## src/rtl/bankedRamPkg.sv

```systemverilog
package bankedRamPkg;

  // Strobes handed from the control unit to the datapath.
  typedef struct packed {
    logic enable;  // memory is enabled this cycle
    logic write;   // store dIn into the addressed word on the clock edge
    logic read;    // drive the addressed word onto the output
  } ramStrobeT;

endpackage

```

## src/rtl/lineDecoder.sv

```systemverilog
// Binary-to-one-hot decoder with an enable; all lines low when disabled.
module lineDecoder #(
  parameter int IN_W = 2
) (
  input  logic                 en,
  input  logic [IN_W-1:0]      code,
  output logic [(1<<IN_W)-1:0] lines
);
  localparam int LINES = 1 << IN_W;

  for (genvar i = 0; i < LINES; i++) begin : g_line
    assign lines[i] = en && (code == IN_W'(i));
  end
endmodule

```

## src/rtl/ramCtrl.sv

```systemverilog
// Turns the enable and direction inputs into datapath strobes.
module ramCtrl
  import bankedRamPkg::*;
(
  input  logic      memEn,
  input  logic      rdWr,
  output ramStrobeT strobe
);
  always_comb begin
    strobe.enable = memEn;
    strobe.write  = memEn && !rdWr;
    strobe.read   = memEn &&  rdWr;
  end
endmodule

```

## src/rtl/subRam.sv

```systemverilog
// One bank: a word decoder gated by the chip select and an array of cells.
module subRam
  import bankedRamPkg::*;
#(
  parameter int WORD_ADDR_W = 2,
  parameter int DATA_W      = 4
) (
  input  logic                   clk,
  input  logic                   chipSel,
  input  ramStrobeT              strobe,
  input  logic [WORD_ADDR_W-1:0] wordAddr,
  input  logic [DATA_W-1:0]      dIn,
  output logic [DATA_W-1:0]      dOut
);
  localparam int WORDS = 1 << WORD_ADDR_W;

  logic [WORDS-1:0]  wordSel;
  logic [DATA_W-1:0] cells [WORDS];
  logic [DATA_W-1:0] wordOut [WORDS];

  lineDecoder #(.IN_W(WORD_ADDR_W)) u_wordDec (
    .en    (chipSel && strobe.enable),
    .code  (wordAddr),
    .lines (wordSel)
  );

  for (genvar w = 0; w < WORDS; w++) begin : g_word
    always_ff @(posedge clk) begin
      if (wordSel[w] && strobe.write) cells[w] <= dIn;
    end
    // Unselected words contribute zeros to the OR tree.
    assign wordOut[w] = (wordSel[w] && strobe.read) ? cells[w] : '0;
  end

  always_comb begin
    dOut = '0;
    for (int w = 0; w < WORDS; w++) dOut = dOut | wordOut[w];
  end
endmodule

```

## src/rtl/ramDatapath.sv

```systemverilog
// Bank array, bank-select decoder and output OR combine.
module ramDatapath
  import bankedRamPkg::*;
#(
  parameter int ADDR_W      = 3,
  parameter int WORD_ADDR_W = 2,
  parameter int DATA_W      = 4
) (
  input  logic              clk,
  input  ramStrobeT         strobe,
  input  logic [ADDR_W-1:0] addr,
  input  logic [DATA_W-1:0] dIn,
  output logic [DATA_W-1:0] dOut
);
  localparam int BANK_SEL_W = ADDR_W - WORD_ADDR_W;
  localparam int NUM_BANKS  = 1 << BANK_SEL_W;

  logic [NUM_BANKS-1:0] chipSel;
  logic [DATA_W-1:0]    bankOut [NUM_BANKS];

  lineDecoder #(.IN_W(BANK_SEL_W)) u_bankDec (
    .en    (strobe.enable),
    .code  (addr[ADDR_W-1:WORD_ADDR_W]),
    .lines (chipSel)
  );

  for (genvar b = 0; b < NUM_BANKS; b++) begin : g_bank
    subRam #(.WORD_ADDR_W(WORD_ADDR_W), .DATA_W(DATA_W)) u_bank (
      .clk      (clk),
      .chipSel  (chipSel[b]),
      .strobe   (strobe),
      .wordAddr (addr[WORD_ADDR_W-1:0]),
      .dIn      (dIn),
      .dOut     (bankOut[b])
    );
  end

  always_comb begin
    dOut = '0;
    for (int b = 0; b < NUM_BANKS; b++) dOut = dOut | bankOut[b];
  end
endmodule

```

## src/rtl/bankedWordRam.sv

```systemverilog
// Thin top: control unit plus datapath.
module bankedWordRam
  import bankedRamPkg::*;
#(
  parameter int ADDR_W      = 3,
  parameter int WORD_ADDR_W = 2,
  parameter int DATA_W      = 4
) (
  input  logic              clk,
  input  logic              memEn,
  input  logic              rdWr,
  input  logic [ADDR_W-1:0] addr,
  input  logic [DATA_W-1:0] dIn,
  output logic [DATA_W-1:0] dOut
);
  ramStrobeT strobe;

  ramCtrl u_ctrl (
    .memEn  (memEn),
    .rdWr   (rdWr),
    .strobe (strobe)
  );

  ramDatapath #(
    .ADDR_W      (ADDR_W),
    .WORD_ADDR_W (WORD_ADDR_W),
    .DATA_W      (DATA_W)
  ) u_dpath (
    .clk    (clk),
    .strobe (strobe),
    .addr   (addr),
    .dIn    (dIn),
    .dOut   (dOut)
  );
endmodule

```

## config.mk

```make
export PLATFORM = sky130hd
export DESIGN_NAME = bankedWordRam
export DESIGN_NICKNAME = d
export VERILOG_FILES = /design/src/rtl/bankedRamPkg.sv /design/src/rtl/lineDecoder.sv /design/src/rtl/ramCtrl.sv /design/src/rtl/subRam.sv /design/src/rtl/ramDatapath.sv /design/src/rtl/bankedWordRam.sv
export SDC_FILE = /design/constraint.sdc
export NUM_CORES = 1
export LEC_CHECK = 0
export BUFFER_PORTS_ARGS = -buffer_cell sky130_fd_sc_hd__buf_2
export CAP_MARGIN = 20
export CORE_UTILIZATION = 51
export DETAILED_ROUTE_END_ITERATION = 8
export PLACE_DENSITY = 0.71
export SKIP_LAST_GASP = 1
export SYNTH_ARGS = -nofsm -noshare
export SYNTH_HDL_FRONTEND = slang
export SYNTH_SLANG_ARGS = --single-unit
export TNS_END_PERCENT = 50
```

## constraint.sdc

```tcl
create_clock -name clk -period 1.17 [get_ports clk]
set_clock_uncertainty 0.05 [all_clocks]
set_input_delay 0.117 -clock clk [delete_from_list [all_inputs] [get_ports clk]]
set_output_delay 0.117 -clock clk [all_outputs]
set_load 0.05 [all_outputs]
```

======== Word-level counts from Yosys, hierarchy flattened ========
Memory sizes are Yosys's and may differ from the RTL's.
Cells that the tools add are included.
word-level totals
  flip-flop bits (word level) ............. 0
  bits of input ports ..................... 10
  logic and storage cells ................. 93
  output and inout bits ................... 4
  bits in writable memories ............... 32
  memories kept ........................... 2
cells by class
  eq/ne operators ......................... 3
  bitwise gates (word level) .............. 8
  mux-type cells .......................... 42
  reductions and logical operators ........ 38
memories
  memory                          depth  width  read ports  clocked after memory_dff  wr ports  RTL line      RTL
  u_dpath.g_bank[0].u_bank.cells  4      4      4           0                         1         subRam.sv:18  logic [DATA_W-1:0] cells [WORDS];
  u_dpath.g_bank[1].u_bank.cells  4      4      4           0                         1         subRam.sv:18
operators by type and width
  cell                                                                   number
  4-bit two-way mux                                                      14
  1-bit logical AND                                                      30
  4-bit bitwise OR                                                       7
  4-bit OR reduction                                                     6
  1-bit two-way mux                                                      22
  2-bit two-way mux                                                      6
  2-bit equality test, second input constant                             2
  2-bit by 1-bit equality test with 1-bit output, second input constant  1
  2-bit zero test                                                        1
  1-bit zero test                                                        1
  1-bit inverter                                                         1

======== Logic depth before layout (Yosys ltp) ========
  word-level depth ........................ 11
  depth in mapped cells ................... 5
  gate-level depth less buffers ........... 3

======== By module ========
Synthesis repeated with hierarchy kept, for this count alone.
unflattened totals
  cells, all modules ...................... 83
  area total of the unflattened synthesis .. 1346.3 um^2
by module, submodules not included
  module                                                seq. area each (um^2)  cells an instance  instances  area each (um^2)
  subRam                                                480.5                  33                 2          603.1
  lineDecoder (u_dpath.g_bank[0].u_bank.u_wordDec ...)  0.0                    4                  2          37.5
  ramDatapath                                           0.0                    4                  1          25.0
  ramCtrl                                               0.0                    3                  1          23.8
  lineDecoder (u_dpath.u_bankDec)                       0.0                    2                  1          16.3

======== Least setup slack after synthesis ========
OpenSTA, ideal clock, no wires.
  kind .................................... in2reg
  start ................................... input port addr[2]
  end ..................................... memory u_dpath.g_bank[0].u_bank.cells[1][0], enable pin
  stages on the path ...................... 3
  data required time ...................... 0.791 ns
  library setup time ...................... 0.329 ns
  buffers on the path ..................... 1
  arrival ................................. 0.888 ns
  slack ................................... -0.098 ns
  path through ............................ buf_6 -> or3b_4 -> nor2_1
between the ends
  cells in the longest elaborated chain, start to end .. 11
  elaborated cells on any way between the ends .. 28
  those cells by class .................... 14 x mux; 1 x bitwise; 13 x reduce/logical
RTL lines
  element                                                                         RTL line             RTL
  start: declaration                                                              bankedWordRam.sv:12  input logic [ADDR_W-1:0] addr,
  1-bit inverter *                                                                lineDecoder.sv:12    assign lines[i] = en && (code == IN_W'(i));
  1-bit logical AND *                                                             lineDecoder.sv:12
  1-bit logical AND *                                                             subRam.sv:22         .en (chipSel && strobe.enable),
  1-bit logical AND                                                               lineDecoder.sv:12
  1-bit logical AND                                                               subRam.sv:29         if (wordSel[w] && strobe.write) cells[w] <= dIn;
  1-bit two-way mux                                                               subRam.sv:29
  1-bit two-way mux (implied by the code)                                         subRam.sv:29
  4-bit OR reduction (no line)                                                    --
  2-bit two-way mux (no line) or 1-bit two-way mux (tied branches) (3 in series)  --
  end: declaration                                                                subRam.sv:18
Mark *: on every way between the ends. The rest lies on a longest branch, timed or not.

==> out/metrics.cfg <==
[die]
ioPinCount=14
dieArea_um2=2840
die_x_um=53.3
core.rowCount=18
core_area_um2=2480
start_util_pct=54.2
fp.dieH_um=53.3

[timing]
final-hold-violation-count=0
fin_crit_ns=1.60
final.setup.tns_ns=-1.64
period_share_pct=136
maxSlewHeadroom_pct=80.4
tightest_slew_ns=0.293
grt_setup_unrepaired=true
hold_slack_ns=0.00990
clock.fmax_ghz=0.627
slew_violations=0
setup_viol=4
setup_slack_ns=-0.425

[setup_path]
required_ns=1.00
path_buf_inv=1
cpMaxStageDelayCell=edfxtp_1
path_cells=mux2i_1 > o22ai_1 > or2_1 > buf_6
end_kind=output pin
path_class=reg2out
critPathTopFamily=flip-flops
slowest_delay_ns=0.38
cp_max_fo=1
cp-start-kind=flop
cp.arrival_ns=1.43

[power_and_ir_drop]
p_clk_share_pct=35.1
p_leak_nw=0.577
power_density_nw_per_um2=1440
p_sw_mw=0.488
comb_power_share_pct=8.4
switching_share_pct=21.4
ir_worst_vdd_v=0.00114
pwr-share-seq_pct=56.5
p_int_mw=1.79

[synth]
synth-seq-cells=32
synth_nets=91
yosys_most_used_dff=edfxtp_1
syn-cell-area_um2=1340
ys_top_cells_by_area=edfxtp_1 72%, mux2i_1 12%, o22ai_1 3.7%
syn_avg_cell_area_um2=16.6
synthArstFlopShare_pct=0
syn-instance-count=81
synth-edff-count=32
ys_seq_area_share_pct=71.6
yosys_warnings=0
synth.most_common_cell=edfxtp_1
synth_area_leader_cell=edfxtp_1
yosys.cell_types.count=16
synth_common_cells=32 x edfxtp_1, 16 x mux2i_1, 8 x o22ai_1
synth_top_area_share_pct=71.6

[global_route]
antenna_found_initial=0
grt-ovfl-total=0
grt_pass1_wl_um=3800
grtUsageTotal_pct=21.6
grt_pass1_vias=739
grt_max_degree=13

[place]
place_congestion=0.815
dp_hpwl_um=1760
portBuffers=13
dp.cells=126
preCtsSetupSlack_ns=-0.269

[final_layout]
drive_gt1_share_pct=29.8
regMostFlops=u_dpath.g_bank.u_bank.cells
layout.nets=113
largest_register_ff_count=32
fin_util_pct=63.8
syn2layout_area_growth_pct=17.8
instances_no_fill=134
reg_top3=u_dpath.g_bank.u_bank.cells: 32 flops
n_antenna_cell=0

[route]
drc=0
firstDrtPassIters=4
drtIter0Drc=13
antenna_left=0
avgRoutedWirePerCell_um=18.6
wl_um=2500
vias=773
via_per_inst=5.77

[clock_network]
cts_buffers=5
postCtsSetupBuffers=0
cts_num_sinks=32
htree_levels=2
clk_pin_slew_ns=0.10
cts-root-buf=clkbuf_4
cts_tree=yes
clockBufferDepth=2

[status]
violations=setup timing
status=finished, violations left

[min_path]
holdCritPathClass=in2reg

[flow_run]
cap_violations=0

power groups by stage:
stage | clock network [mW] | registers [mW] | logic (mW)
after CTS | 0.816 | 1.29 | 0.191
after floorplan | 0 | 1.31 | 0.125
after detailed placement | 0 | 1.31 | 0.179
final | 0.800 | 1.29 | 0.191
after global routing | 0.861 | 1.29 | 0.204
after global placement | 0 | 1.31 | 0.174
kinds of logic (layout without fill, tap and decap cells):
group,count (synthesis),after routing,synth area share [%]
flops,32,32,71.6
compound gates,8,8,3.73
mux,16,16,11.9
simple gates,21,21,9.88
buf+inv,4,27,2.89
timing repair:
| action | CTS | global route |
|---|---|---|
| pin swaps | 5 | 4 |
| endpoints found under the setup margin | 4 | 4 |
| hold buffers | 0 | 0 |
| resized for setup | 8 | 1 |
worst paths after layout:
check	from	to	slack, ns	depth (start not counted)
max	u_dpath.g_bank[0].u_bank.cells[1][1]	dOut[1]	-0.43	4
min	dIn[3]	u_dpath.g_bank[1].u_bank.cells[0][3]	0.01	1
stage by stage:
stage	power [mW]	cell area (um2)
4_1_cts	2.30	1580
6_report	2.28	1580
3_3_place_gp	1.49	1480
3_5_place_dp	1.49	1480
5_1_grt	2.35	1580
2_1_floorplan	1.44	1380
cell usage in the layout (no fill, tap or decap):
cell type and instances:
buf_8 1, clkinv_1 2, nor3_1 1, nor2_1 3
clkbuf_4 5, buf_4 6, or2_1 3, nand2b_1 2
nand4_1 1, o22ai_1 8, nand4bb_1 1, or2_4 1
buf_6 3, nand4b_1 2, nor3_4 1, nand3b_1 1
buf_2 9, edfxtp_1 32, bufinv_16 1, nand2_1 1
nor2_4 2, or3b_4 1, mux2i_1 16, nor2_2 1
cell type report:
class	count	area (um2)
clock buffer	5	37.5
clock inverter	3	37.5
fill	196	896
multi-input combinational	45	369
sequential	32	961
tap	30	37.5
timing repair buffer	19	139
routing by layer:
| layer | up-vias | wire, um | GRT usage, % |
|---|---|---|---|
| met5 | - | 0 | 0 |
| met4 | 0 | 41 | 14.5 |
| met3 | 5 | 178 | 6.03 |
| met2 | 32 | 1210 | 31.0 |
| met1 | 369 | 1070 | 28.2 |
| li1 | 367 | - | - |
(Power assumes the default switching activity.)
